==> config.mk <==
export PLATFORM = sky130hd
export DESIGN_NAME = i2c_eeprom_slave
export DESIGN_NICKNAME = d
export VERILOG_FILES = /design/src/rtl/i2c_ee_pkg.sv /design/src/rtl/i2c_glitch_filt.sv /design/src/rtl/i2c_bus_cond.sv /design/src/rtl/i2c_ee_core.sv /design/src/rtl/i2c_eeprom_slave.sv
export SDC_FILE = /design/constraint.sdc
export NUM_CORES = 1
export LEC_CHECK = 0
export CAP_MARGIN = 10
export CORE_MARGIN = 2
export CORE_UTILIZATION = 40
export CTS_BUF_LIST = sky130_fd_sc_hd__clkbuf_4
export DETAILED_ROUTE_END_ITERATION = 12
export DONT_BUFFER_PORTS = 1
export GPL_TIMING_DRIVEN = 0
export SYNTH_ARGS = -nofsm -noshare
export SYNTH_HDL_FRONTEND = slang
export SYNTH_SLANG_ARGS = --single-unit
==> constraint.sdc <==
create_clock -name clk -period 2.4 [get_ports clk]
set_clock_uncertainty 0.1 [all_clocks]
set_input_delay 0.24 -clock clk [delete_from_list [all_inputs] [get_ports clk]]
set_output_delay 0.24 -clock clk [all_outputs]
set_load 0.05 [all_outputs]
==> src/rtl/i2c_ee_pkg.sv <==
package i2c_ee_pkg;
  localparam int BYTE_W  = 8;
  localparam int SEL_W   = 3;
  localparam int CODE_W  = BYTE_W - SEL_W - 1;
  localparam logic [CODE_W-1:0] DEV_CODE = 4'b1010;

  typedef enum logic [2:0] {
    ST_IDLE,
    ST_CTRL,
    ST_ADDR,
    ST_WDATA,
    ST_RDATA
  } ee_state_t;
endpackage

==> src/rtl/i2c_glitch_filt.sv <==
module i2c_glitch_filt #(
  parameter int FILT_N = 4
) (
  input  logic clk,
  input  logic rst_n,
  input  logic line_in,
  output logic line_out
);
  localparam int CW = $clog2(FILT_N + 1);

  logic [1:0]    sync_q;
  logic [CW-1:0] run_q;
  logic          out_q;

  always_ff @(posedge clk or negedge rst_n) begin
    if (!rst_n) begin
      sync_q <= 2'b11;
      run_q  <= '0;
      out_q  <= 1'b1;
    end else begin
      sync_q <= {sync_q[0], line_in};
      if (sync_q[1] == out_q) begin
        run_q <= '0;
      end else if (run_q == CW'(FILT_N - 1)) begin
        out_q <= sync_q[1];
        run_q <= '0;
      end else begin
        run_q <= run_q + CW'(1);
      end
    end
  end

  assign line_out = out_q;

  // a new filtered level always equals the synchronized level that preceded it
  p_filt_follow_r1: assert property (@(posedge clk) disable iff (!rst_n)
    !$stable(out_q) |-> out_q == $past(sync_q[1]));
endmodule

==> src/rtl/i2c_bus_cond.sv <==
module i2c_bus_cond (
  input  logic clk,
  input  logic rst_n,
  input  logic scl_f,
  input  logic sda_f,
  output logic scl_rise,
  output logic scl_fall,
  output logic start_det,
  output logic stop_det
);
  logic scl_p, sda_p;

  always_ff @(posedge clk or negedge rst_n) begin
    if (!rst_n) begin
      scl_p <= 1'b1;
      sda_p <= 1'b1;
    end else begin
      scl_p <= scl_f;
      sda_p <= sda_f;
    end
  end

  assign scl_rise  = scl_f & ~scl_p;
  assign scl_fall  = ~scl_f & scl_p;
  assign start_det = scl_f & scl_p & sda_p & ~sda_f;
  assign stop_det  = scl_f & scl_p & ~sda_p & sda_f;
endmodule

==> src/rtl/i2c_ee_core.sv <==
module i2c_ee_core
  import i2c_ee_pkg::*;
#(
  parameter int PAGE_W = 3
) (
  input  logic              clk,
  input  logic              rst_n,
  input  logic              scl_f,
  input  logic              sda_f,
  input  logic              scl_rise,
  input  logic              scl_fall,
  input  logic              start_det,
  input  logic              stop_det,
  input  logic [SEL_W-1:0]  chip_sel,
  input  logic              wp,
  input  logic              wr_busy,
  output logic              sda_pull,
  output logic              wr_valid,
  input  logic              wr_ready,
  output logic [BYTE_W-1:0] wr_addr,
  output logic [BYTE_W-1:0] wr_data,
  output logic              wr_commit,
  output logic              rd_en,
  output logic [BYTE_W-1:0] rd_addr,
  input  logic [BYTE_W-1:0] rd_data
);
  ee_state_t         state_q, nxt_q;
  logic [3:0]        cnt_q;
  logic              ack_ph_q, pull_q, m_ack_q, pend_q, rd_en_q, load_q, commit_q;
  logic [BYTE_W-1:0] rx_q, tx_q, ptr_q, ptr_page_inc;
  logic              addr_hit, byte_ack, decide, bus_evt;

  assign bus_evt  = start_det | stop_det;
  assign decide   = scl_fall & ~ack_ph_q & (cnt_q == 4'd8) & ~bus_evt;
  assign addr_hit = rx_q[BYTE_W-1:1] == {DEV_CODE, chip_sel};
  assign ptr_page_inc = {ptr_q[BYTE_W-1:PAGE_W], ptr_q[PAGE_W-1:0] + PAGE_W'(1)};

  always_comb begin
    case (state_q)
      ST_CTRL:  byte_ack = addr_hit & ~wr_busy;
      ST_ADDR:  byte_ack = 1'b1;
      ST_WDATA: byte_ack = ~wp & wr_ready;
      default:  byte_ack = 1'b0;
    endcase
  end

  always_ff @(posedge clk or negedge rst_n) begin
    if (!rst_n) begin
      state_q  <= ST_IDLE;
      nxt_q    <= ST_IDLE;
      cnt_q    <= '0;
      ack_ph_q <= 1'b0;
      pull_q   <= 1'b0;
      m_ack_q  <= 1'b0;
      pend_q   <= 1'b0;
      rd_en_q  <= 1'b0;
      load_q   <= 1'b0;
      commit_q <= 1'b0;
      rx_q     <= '0;
      tx_q     <= '1;
      ptr_q    <= '0;
    end else begin
      rd_en_q  <= 1'b0;
      commit_q <= 1'b0;
      load_q   <= rd_en_q;
      if (load_q) tx_q <= rd_data;
      if (bus_evt) begin
        pull_q   <= 1'b0;
        cnt_q    <= '0;
        ack_ph_q <= 1'b0;
        state_q  <= start_det ? ST_CTRL : ST_IDLE;
        if (pend_q) begin
          commit_q <= 1'b1;
          pend_q   <= 1'b0;
        end
      end else begin
        case (state_q)
          ST_CTRL, ST_ADDR, ST_WDATA: begin
            if (scl_rise && !ack_ph_q && cnt_q != 4'd8) begin
              rx_q  <= {rx_q[BYTE_W-2:0], sda_f};
              cnt_q <= cnt_q + 4'd1;
            end else if (decide) begin
              ack_ph_q <= 1'b1;
              pull_q   <= byte_ack;
              case (state_q)
                ST_CTRL: begin
                  nxt_q <= rx_q[0] ? ST_RDATA : ST_ADDR;
                  if (byte_ack && rx_q[0]) rd_en_q <= 1'b1;
                end
                ST_ADDR: begin
                  nxt_q <= ST_WDATA;
                  ptr_q <= rx_q;
                end
                default: begin
                  nxt_q <= ST_WDATA;
                  if (byte_ack) begin
                    ptr_q  <= ptr_page_inc;
                    pend_q <= 1'b1;
                  end
                end
              endcase
            end else if (scl_fall && ack_ph_q) begin
              ack_ph_q <= 1'b0;
              cnt_q    <= '0;
              if (!pull_q) begin
                state_q <= ST_IDLE;
              end else if (nxt_q == ST_RDATA) begin
                pull_q  <= ~tx_q[BYTE_W-1];
                state_q <= ST_RDATA;
              end else begin
                pull_q  <= 1'b0;
                state_q <= nxt_q;
              end
            end
          end
          ST_RDATA: begin
            if (!ack_ph_q) begin
              if (scl_rise && cnt_q != 4'd8) begin
                cnt_q <= cnt_q + 4'd1;
              end else if (scl_fall && cnt_q != 4'd0 && cnt_q != 4'd8) begin
                pull_q <= ~tx_q[BYTE_W-2];
                tx_q   <= {tx_q[BYTE_W-2:0], 1'b1};
              end else if (scl_fall && cnt_q == 4'd8) begin
                pull_q   <= 1'b0;
                ack_ph_q <= 1'b1;
                ptr_q    <= ptr_q + 8'd1;
              end
            end else begin
              if (scl_rise) begin
                m_ack_q <= ~sda_f;
                if (!sda_f) rd_en_q <= 1'b1;
              end else if (scl_fall) begin
                ack_ph_q <= 1'b0;
                cnt_q    <= '0;
                if (m_ack_q) pull_q <= ~tx_q[BYTE_W-1];
                else         state_q <= ST_IDLE;
              end
            end
          end
          default: ;
        endcase
      end
    end
  end

  assign sda_pull  = pull_q;
  assign wr_valid  = decide & (state_q == ST_WDATA) & byte_ack;
  assign wr_addr   = ptr_q;
  assign wr_data   = rx_q;
  assign wr_commit = commit_q;
  assign rd_en     = rd_en_q;
  assign rd_addr   = ptr_q;

  // open-drain output only moves while the bus clock is low
  p_pull_scl_low_r13: assert property (@(posedge clk) disable iff (!rst_n)
    !$stable(pull_q) |-> !scl_f);
  // a beat is only offered into a ready sink
  p_push_ready_r4: assert property (@(posedge clk) disable iff (!rst_n)
    wr_valid |-> wr_ready);
  // an accepted beat is acknowledged on the bus
  p_push_acked_r4: assert property (@(posedge clk) disable iff (!rst_n)
    wr_valid |=> sda_pull);
  // nothing is pushed under write protect
  p_wp_block_r7: assert property (@(posedge clk) disable iff (!rst_n)
    wr_valid |-> !wp);
  // busy sequencer means the control byte is not acknowledged
  p_busy_nack_r3: assert property (@(posedge clk) disable iff (!rst_n)
    (state_q == ST_CTRL && decide && wr_busy) |=> !sda_pull);
  // commit is a single-cycle strobe
  p_commit_pulse_r6: assert property (@(posedge clk) disable iff (!rst_n)
    wr_commit |=> !wr_commit);
  // read address holds while the fetched data returns
  p_rd_hold_r10: assert property (@(posedge clk) disable iff (!rst_n)
    rd_en |=> $stable(rd_addr));
endmodule

==> src/rtl/i2c_eeprom_slave.sv <==
module i2c_eeprom_slave
  import i2c_ee_pkg::*;
#(
  parameter int PAGE_W = 3,
  parameter int FILT_N = 4
) (
  input  logic       clk,
  input  logic       rst_n,
  input  logic       scl_in,
  input  logic       sda_in,
  output logic       sda_pull,
  input  logic [2:0] chip_sel,
  input  logic       wp,
  input  logic       wr_busy,
  output logic       wr_valid,
  input  logic       wr_ready,
  output logic [7:0] wr_addr,
  output logic [7:0] wr_data,
  output logic       wr_commit,
  output logic       rd_en,
  output logic [7:0] rd_addr,
  input  logic [7:0] rd_data
);
  logic [1:0] raw, filt;
  logic scl_rise, scl_fall, start_det, stop_det;

  assign raw = {scl_in, sda_in};

  for (genvar g = 0; g < 2; g++) begin : g_filt
    i2c_glitch_filt #(.FILT_N(FILT_N)) u_filt (
      .clk      (clk),
      .rst_n    (rst_n),
      .line_in  (raw[g]),
      .line_out (filt[g])
    );
  end

  i2c_bus_cond u_cond (
    .clk       (clk),
    .rst_n     (rst_n),
    .scl_f     (filt[1]),
    .sda_f     (filt[0]),
    .scl_rise  (scl_rise),
    .scl_fall  (scl_fall),
    .start_det (start_det),
    .stop_det  (stop_det)
  );

  i2c_ee_core #(.PAGE_W(PAGE_W)) u_core (
    .clk       (clk),
    .rst_n     (rst_n),
    .scl_f     (filt[1]),
    .sda_f     (filt[0]),
    .scl_rise  (scl_rise),
    .scl_fall  (scl_fall),
    .start_det (start_det),
    .stop_det  (stop_det),
    .chip_sel  (chip_sel),
    .wp        (wp),
    .wr_busy   (wr_busy),
    .sda_pull  (sda_pull),
    .wr_valid  (wr_valid),
    .wr_ready  (wr_ready),
    .wr_addr   (wr_addr),
    .wr_data   (wr_data),
    .wr_commit (wr_commit),
    .rd_en     (rd_en),
    .rd_addr   (rd_addr),
    .rd_data   (rd_data)
  );
endmodule

== Yosys cells after proc, flatten, opt, wreduce, memory -nomap -nowiden ==
Cells that the tools add are included.
Cells by class
  add/sub/neg operators: 5
  $mul: 0
  divide/modulo/power cells: 0
  $lt $le $gt $ge: 0
  equality and inequality tests: 39
  shift-type cells: 0
  mux-type cells: 85
  bitwise operators: 28
  reductions and logical operators: 29
Operators by type and width (count)
  8-bit 2-to-1 mux: 12
  3-bit 2-to-1 mux: 17
  1-bit 2-to-1 mux: 40
  4-bit 2-to-1 mux: 8
  8-bit one-hot mux with 2 select lines: 2
  10-bit AND reduction: 2
  4-bit != test (second input constant): 4
  8-bit AND reduction: 2
  1-bit AND: 14
  1-bit NOT: 13
  3-bit by 2-bit equality test with 1-bit output (second input constant): 4
  3-bit by 1-bit != test with 1-bit output (second input constant): 4
  4-bit by 1-bit != test with 1-bit output (second input constant): 3
  2-bit by 1-bit != test with 1-bit output (second input constant): 5
  2-bit != test (second input constant): 5
  3-bit by 1-bit adder with 3-bit output (second input constant): 3
  3-bit != test (second input constant): 3
  8-bit by 1-bit adder with 8-bit output (second input constant): 1
  1-bit logical AND: 8
  4-bit one-hot mux with 2 select lines: 1
  4-bit AND reduction: 2
  2-bit nonzero test: 4
  7-bit equality test: 1
  3-bit equality test (second input constant): 2
  21 further kinds: 26
Word-level totals
  register bits: 55
  bits in latches: 0
  memory bits (writable): 0
  bits in read-only memories: 0
  input bits: 18
  output and inout bits: 28
  memories kept: 0

== Logic depth before layout (Yosys ltp) ==
Gate-level depths: netlist (run 1).
  word-level depth: 10
  depth in mapped cells: 8

== Modules after synthesis ==
From an unflattened synthesis (run 1), not the netlist that was laid out.
Second synthesis, totals
  cells, all modules: 276
  area total of the unflattened synthesis: 2890.3 µm²
By module, submodules not included
  i2c_ee_core: instances 1, cells each 244, area each 2352.3 µm²
  i2c_glitch_filt at g_filt[0].u_filt: instances 1, cells each 13, area each 232.7 µm²
  i2c_glitch_filt at g_filt[1].u_filt: instances 1, cells each 13, area each 220.2 µm²
  i2c_bus_cond: instances 1, cells each 6, area each 85.1 µm²

== Least setup slack after synthesis (run 1) ==
OpenSTA, ideal clock, no wires.
  path kind: flip-flop to flip-flop
  start: reg u_core.rx_q[5] (netlist: u_core.wr_data[5])
  end: reg u_core.pend_q
  setup time: 0.068 ns
  arrival time: 2.354 ns
  setup slack: -0.122 ns
  cell stages (with the launch flop): 6
  path through: dfrtp_1 > nor4b_1 > nand3b_1 > or3_1 > a211oi_2 > o21a_1
On the way
  word-level cells in the longest chain between the ends: 5
RTL lines
  from (decl): line i2c_ee_core.sv:30  | logic [BYTE_W-1:0] rx_q, tx_q, ptr_q, ptr_page_inc;
  from (signal assigned): line i2c_ee_core.sv:80  | rx_q <= {rx_q[BYTE_W-2:0], sda_f};
  7-bit equality test: line i2c_ee_core.sv:35  | assign addr_hit = rx_q[BYTE_W-1:1] == {DEV_CODE, chip_sel};
  1-bit AND: line i2c_ee_core.sv:40  | ST_CTRL: byte_ack = addr_hit & ~wr_busy;
  1-bit one-hot mux with 3 select lines: line i2c_ee_core.sv:39  | case (state_q)
  2-bit nonzero test (no source line)
  5-bit AND reduction (no source line)
  to (signal assigned): line i2c_ee_core.sv:55  | pend_q <= 1'b0;
  to (signal assigned): line i2c_ee_core.sv:74  | pend_q <= 1'b0;
  to (signal assigned): line i2c_ee_core.sv:98  | pend_q <= 1'b1;
  to (decl): line i2c_ee_core.sv:29  | logic ack_ph_q, pull_q, m_ack_q, pend_q, rd_en_q, load_q, commit_q;
Every way passes these cells.
A chain may end at the register's enable or synchronous reset.

== Worst setup path in the final report (run 1) ==
  start: reg u_core.rx_q[4] (netlist: u_core.wr_data[4])
  end: out wr_valid
On the way
  word-level cells in the longest chain between the ends: 4
RTL lines
  7-bit equality test: line i2c_ee_core.sv:35
  1-bit AND: line i2c_ee_core.sv:40
  1-bit one-hot mux with 3 select lines: line i2c_ee_core.sv:39
  1-bit AND: line i2c_ee_core.sv:147  | assign wr_valid = decide & (state_q == ST_WDATA) & byte_ack;
  to (decl): line i2c_eeprom_slave.sv:15  | output logic wr_valid,
Every way passes these cells.

==> impl_results.md, run 1 <==
* Die X-Extent at 90.6 um
* Initial core utilization at 41.4%
* Drt initial violations at 174
* Ports at 46
* Switching power total at between 0.8 and 0.9 mW
* Commonest register cell after synthesis: dfrtp_1
* Setup violation total in the final timing report at 1
* Vias in the first global route at 2184
* CTS buffer count at 5
* CP endpoint kind: output pin
* MaxCap Viol Count at 0
* Failing checks: setup timing
* Final Wtd Congestion at about 0.86
* Clock Pin Slew Worst Setup and Hold Paths at 170 ps
* CTS tree: yes
* Worst EP arrival at about 2400 ps
* Core area at 0.00725 sq mm
* Warnings, synthesis at 0
* Post-synth EDFFs at 0
* TritonRoute pass-1 iters at 4
* Worst R2R Setup Slack at roughly 50 ps
* Die area at roughly 0.0082 sq mm
* Synth Instances at between 200 and 300
* Routed len/inst at 16.0 um
* Min-delay worst type: input port to flip-flop
* Port Buf Inserts at 0
* DRT antenna net count at 0
* Cell internal pwr at around 1.7 mW
* Part of the cycle the worst path needs at 113%
* Pre-CTS setup slack at -150 ps
* Pin slew with the least headroom to its limit at 743 ps
* Req. time, crit path at approximately 2100 ps
* Pwr Density at 721 mW/mm^2
* Final Cell Area at 0.00346 sq mm
* Synth cell types at 59
* Post-synthesis sequential area ratio at a little under half
* N_diodes at 0
* Via Count at 2277
* Static leakage at 1.38 nW
* Final HPWL DP at 4660 um
* Max Root-Sink Buffers at 2
* Crit path launch type: flip-flop
* Setup CP Type: flip-flop to output pin
* First-pass GRT wire length at 11200 um
* Most frequent cells in the layout: 33 x dfrtp_1, 24 x nand2_1, 23 x o21ai_0
* Synth-to-layout area growth at 15.3%
* Routed wire length at 6610 um
* Largest net degree at the start of global routing at 56
* Rows at 31
* Avg Cell Area, Syn at 10.3 sq um
* Syn_nets at 314
* CTS root buffer: clkbuf_4
* TNS Setup at -321 ps
* Sw frac at 33.2%
* Flops & latches, synth at 55
* Placed cell area at 0.00313 sq mm
* CTS Sinks at between 50 and 60
* RSZ-0062 raised after global routing: true
* Via/cell ratio at 5.51
* Peak supply drop at 459 uV
* Worst rel slew slack at around 50%
* Share of cells above drive strength 1 at 25.8%
* Clk network pwr share at 25.0%
* Status: complete, but fails checks
* Sequential Power Share at 47.4%
* GR Overflow Total at 0
* Final Hold Fails at 0
* Final WS setup at -321 ps
* H-Tree Depth at 2
* DR DRC count at 0
* Achievable Freq at around 0.37 GHz
* Final Non-Filler Cells at between 400 and 500
* Commonest non-fill, non-tap cell in the layout: dfrtp_1
* Final #Nets at 336
* Combinational power share at 27.6%
* Die height at 90.6 um
* Fin crit period at between 2000 and 3000 ps
* Worst skew pair latency at 390 ps
* Asr flop ratio synth at 100%
* Antenna violations before repair at 0
* Synthesized area at around 0.003 sq mm
* Worst Path Max Fanout at 5
* Inst Count DP at 390
* Total Routing Usage GR at 16.7%
* Max-slew violation count at 0
-- synth_stat cells, types with 3 or more instances --
cell | n | area [sq um]
a21oi_1 | 14 | 70.1
a31oi_1 | 3 | 18.8
and2_1 | 4 | 25.0
buf_2 | 3 | 15.0
buf_4 | 9 | 67.6
clkbuf_1 | 6 | 22.5
dfrtp_1 | 39 | 976
dfstp_2 | 16 | 420
ha_1 | 5 | 62.6
inv_1 | 10 | 37.5
mux2_2 | 13 | 146
mux2i_1 | 10 | 100
nand2_1 | 24 | 90.1
nand2b_1 | 4 | 25.0
nand3_1 | 6 | 30.0
nand4_1 | 3 | 18.8
nor2_1 | 10 | 37.5
nor2b_1 | 9 | 56.3
nor3_1 | 6 | 30.0
nor3_2 | 3 | 30.0
nor3b_1 | 4 | 30.0
o21a_1 | 5 | 37.5
o21ai_0 | 24 | 120
o31ai_1 | 5 | 37.5
or3_1 | 5 | 31.3
xnor2_1 | 7 | 61.3
-- routing by layer --
metal / vias up / part of all wire, % / GRT usage (%)
li1: 1092 / - / -
met1: 1126 / 47 / 23.9
met2: 52 / 46 / 25.1
met3: 7 / 5.7 / 3.84
met4: 0 / 1.5 / 5.64
met5: - / 0 / 0
-- cell families after synthesis --
| logic type | synth area share [%] |
|---|---|
| compound gates | 17.0 |
| xor+xnor | 2.04 |
| fa+ha+maj | 2.08 |
| buf+inv | 5.37 |
| flops | 46.5 |
| mux | 8.21 |
| simple gates | 18.8 |
-- worst max-delay path, cell delays in order, from the launching register on --
cell,delay (ps)
dfrtp_2,580
nor4b_2,280
nand3b_1,130
or3_4,380
a211oi_4,620
-- power groups by stage --
stage | clock network (mW) | registers, mW | logic, mW
after floorplan | 0 | 1.18 | 0.513
after CTS | 0.640 | 1.18 | 0.681
after detailed placement | 0 | 1.20 | 0.636
final | 0.624 | 1.18 | 0.689
after global placement | 0 | 1.19 | 0.628
after global routing | 0.681 | 1.20 | 0.776
-- state kept, by name (all words and copies together) (netlist names), 2 cells and up --
register                flops
g_filt.u_filt.line_out      2
g_filt.u_filt.run_q         6
g_filt.u_filt.sync_q        4
u_core.cnt_q                4
u_core.nxt_q                3
u_core.rd_addr              8
u_core.state_q              3
u_core.tx_q                 8
u_core.wr_data              8
-- worst paths after layout --
path | endpoint | from | depth (start not counted)
min reg2reg | g_filt[0].u_filt.sync_q[1] | g_filt[0].u_filt.sync_q[0] | 0
min | u_core.rd_en | wr_busy | 3
max in group asynchronous | u_cond.scl_p | rst_n | 2
min in group asynchronous | u_core.cnt_q[3] | rst_n | 2
max | wr_valid | u_core.wr_data[4] | 4
max reg2reg | u_core.sda_pull | u_core.state_q[1] | 8
-- timing repair --
item,4_1_cts,5_1_grt
gates resized for setup,10,7
pin swaps,2,2
endpoints found under the setup margin,3,10
hold buffers,12,0
buffers inserted,1,3
hold endpoints to repair,65,0
-- layout make-up --
class	instances	area, sq um
tap	99	124
sequential	55	1410
buffer	20	121
clock inverter	3	67.6
inverter	10	37.5
clock buffer	5	37.5
timing repair buffer	16	168
multi-input combinational	205	1500
fill	686	3790
-- through the flow --
stage          total power [mW]  hold WS (ps)  utilization [%]
2_1_floorplan              1.69          -156                -
3_3_place_gp               1.82          -152             43.2
3_5_place_dp               1.84          -152             43.2
4_1_cts                    2.50           119             46.9
5_1_grt                    2.66           109             47.7
6_report                   2.50           126             47.7
No activity file was read; power rests on OpenSTA's default activity.
==> run 2, diff against run 1 <==
==> constraint.sdc (replaced) <==
create_clock -name clk -period 2.4 [get_ports clk]
set_clock_uncertainty 0.1 [all_clocks]
set_input_delay 0.48 -clock clk [delete_from_list [all_inputs] [get_ports clk]]
set_output_delay 0.48 -clock clk [all_outputs]
set_load 0.05 [all_outputs]
==> run 2 against run 1 <==
  * The run still ends with setup timing left
  * Combinational power rose by 3%
  * Via count rose by 0.53%
  * Sequential share of layout area rose by 1.1 points
  * Critical path type unchanged
  * Critical endpoint unchanged
==> impl_results.md, run 2 (synthesis gave the netlist of run 1 again) <==
* Status: complete, but fails checks
* Worst skew pair latency at 390 ps
* CP delay by family, top: compound AO/OA/AOI/OAI gates
* Hold path depth at 1
* Routed len/inst at 15.8 um
* Drt initial violations at around 180
* Design Power at between 2 and 2.5 mW
* Total Routing Usage GR at between 10% and 20%
* Pre-CTS setup slack at -169 ps
* Max Root-Sink Buffers at 2
* Final HPWL DP at 4730 um
* Fin crit period at between 2000 and 3000 ps
* Clk network pwr share at 22.0%
* Critical-path cell list: xnor2_1 -> nand3_1 -> or3_4 -> a211oi_4
* Worst EP arrival at 2380 ps
* Die X-Extent at 90.6 um
* Max-slew violation count at 0
* Antenna violations before repair at 0
* Peak supply drop at 412 uV
* Min-Delay Endpoint: u_core.tx_q[0]
* Largest net degree at the start of global routing at 56
* Worst Path Max Fanout at 5
* First-pass GRT wire length at ~11000 um
* Failing checks: setup timing
* Clock Pin Slew Worst Setup and Hold Paths at 170 ps
* GR Util met2 at ~24%
* Worst Reg-to-Reg Cells at 5
* Rows at 31
* Setup violation total in the final timing report at 1
* Pwr Density at 720 mW/mm^2
* N_diodes at 0
* Die area at 0.00822 sq mm
* Die height at 90.6 um
* Met3 Resource Use GR at 4.09%
* Routed wire length at 6430 um
* H-Tree Depth at 2
* Share of cells above drive strength 1 at 27.0%
* Core area at 0.00725 sq mm
* Combinational power share at 29.3%
* Cell internal pwr at 1.57 mW
* Req. time, crit path at 1820 ps
* Final #Nets at 329
* Initial core utilization at 41.4%
* Vias in the first global route at 2168
* Via Count at 2289
* Hold_sp: rd_data[0]
* Static leakage at 1.34 nW
* MaxCap Viol Count at 0
* Worst rel slew slack at 49.2%
* Commonest non-fill, non-tap cell in the layout: dfrtp_1
* Sw frac at between 30% and 40%
* Switching power total at ~0.85 mW
* Critical path buffers and inverters at 0
* RSZ-0062 raised after global routing: true
* Final Hold Fails at 0
* TritonRoute pass-1 iters at 4
* Port Buf Inserts at 0
* Achievable Freq at 0.338 GHz
* Reg2reg start: u_core.wr_data[3]
* CP max stage delay at 630 ps
* CP endpoint kind: output pin
* Crit path launch type: flip-flop
* Worst reg2reg endpoint: u_core.pend_q
* Worst R2R Setup Slack at 80 ps
* CTS buffer count at 5
* Pin slew with the least headroom to its limit at 758 ps
* Met1 usage at 24.2%
* Slowest CP cell: a211oi_4
* CTS tree: yes
* Final Wtd Congestion at 0.856
* GR Overflow Total at 0
* TNS Setup at -562 ps
* CTS Sinks at 55
* DR DRC count at 0
* Sequential Power Share at 48.7%
* Setup CP Type: flip-flop to output pin
* Busiest metal layer after global routing: met2
* Ports at 46
* Final WS setup at -562 ps
* Via/cell ratio at 5.64
* Min-delay worst type: input port to flip-flop
* DRT antenna net count at 0
* Synth-to-layout area growth at 11.9%
* Part of the cycle the worst path needs at 123%
* CTS root buffer: clkbuf_4
* Most frequent cells in the layout: 33 x dfrtp_1, 24 x nand2_1, 22 x o21ai_0
## run 2: worst max path at each step
| stage | to | cells after the start | slack, ps | startpoint |
|---|---|---|---|---|
| after floorplan | wr_valid | 4 | -2 | u_core.wr_data[4] |
| after global placement | wr_valid | 4 | -160 | u_core.wr_data[4] |
| after detailed placement | wr_valid | 4 | -170 | u_core.wr_data[4] |
| after CTS | wr_valid | 4 | -600 | u_core.wr_data[4] |
| after global routing | wr_valid | 4 | -680 | u_core.wr_data[4] |
| final | wr_valid | 4 | -560 | u_core.wr_data[3] |
## run 2: power by group through the flow
stage | combinational, mW | clock [mW] | sequential (mW)
floorplan | 0.514 | 0 | 1.18
global placement | 0.626 | 0 | 1.20
detailed placement | 0.637 | 0 | 1.20
CTS | 0.672 | 0.552 | 1.18
global route | 0.797 | 0.588 | 1.20
finish | 0.709 | 0.534 | 1.18
## run 2: what timing repair did
| action | 4_1_cts | 5_1_grt |
|---|---|---|
| hold endpoints to repair | 57 | 0 |
| endpoints found under the setup margin | 3 | 12 |
| gates cloned | 0 | 0 |
| gates resized for setup | 2 | 9 |
| pin swaps | 2 | 3 |
| hold buffers | 4 | 0 |
| buffers inserted | 2 | 3 |
## run 2: layout make-up
class | count | area, sq um
Sequential cell | 55 | 1400
Clock buffer | 5 | 37.5
Fill cell | 693 | 3890
Clock inverter | 3 | 47.5
Multi-Input combinational cell | 205 | 1490
Inverter | 10 | 37.5
Buffer | 20 | 121
Timing Repair Buffer | 9 | 95.1
Tap cell | 99 | 124
## run 2: per-stage QoR
| step | util, % | cells | hold WS [ps] | instance area [sq um] |
|---|---|---|---|---|
| 3_5_place_dp | 43.5 | 390 | 87.3 | 3150 |
| 2_1_floorplan | - | 291 | 84.4 | 3030 |
| 6_report | 46.3 | 406 | 113 | 3360 |
| 5_1_grt | 46.3 | 406 | 80.9 | 3360 |
| 3_3_place_gp | 43.5 | 390 | 87.6 | 3150 |
| 4_1_cts | 45.7 | 404 | 100 | 3310 |
## run 2: worst reg2reg max path, delay by kind of cell (launching register included)
family / cells / cell delay, ps
flip-flops: 1 / 570
AND/OR/NAND/NOR: 2 / 580
XOR/XNOR: 1 / 210
AO/OA/AOI/OAI: 2 / 810
## run 2: per-layer routing
metal | vias to the layer above | part of all wire (%) | routed length (um)
li1 | 1079 | - | -
met1 | 1138 | 47 | 3050
met2 | 66 | 46 | 2980
met3 | 6 | 5.4 | 346
met4 | 0 | 0.98 | 63
met5 | - | 0 | 0
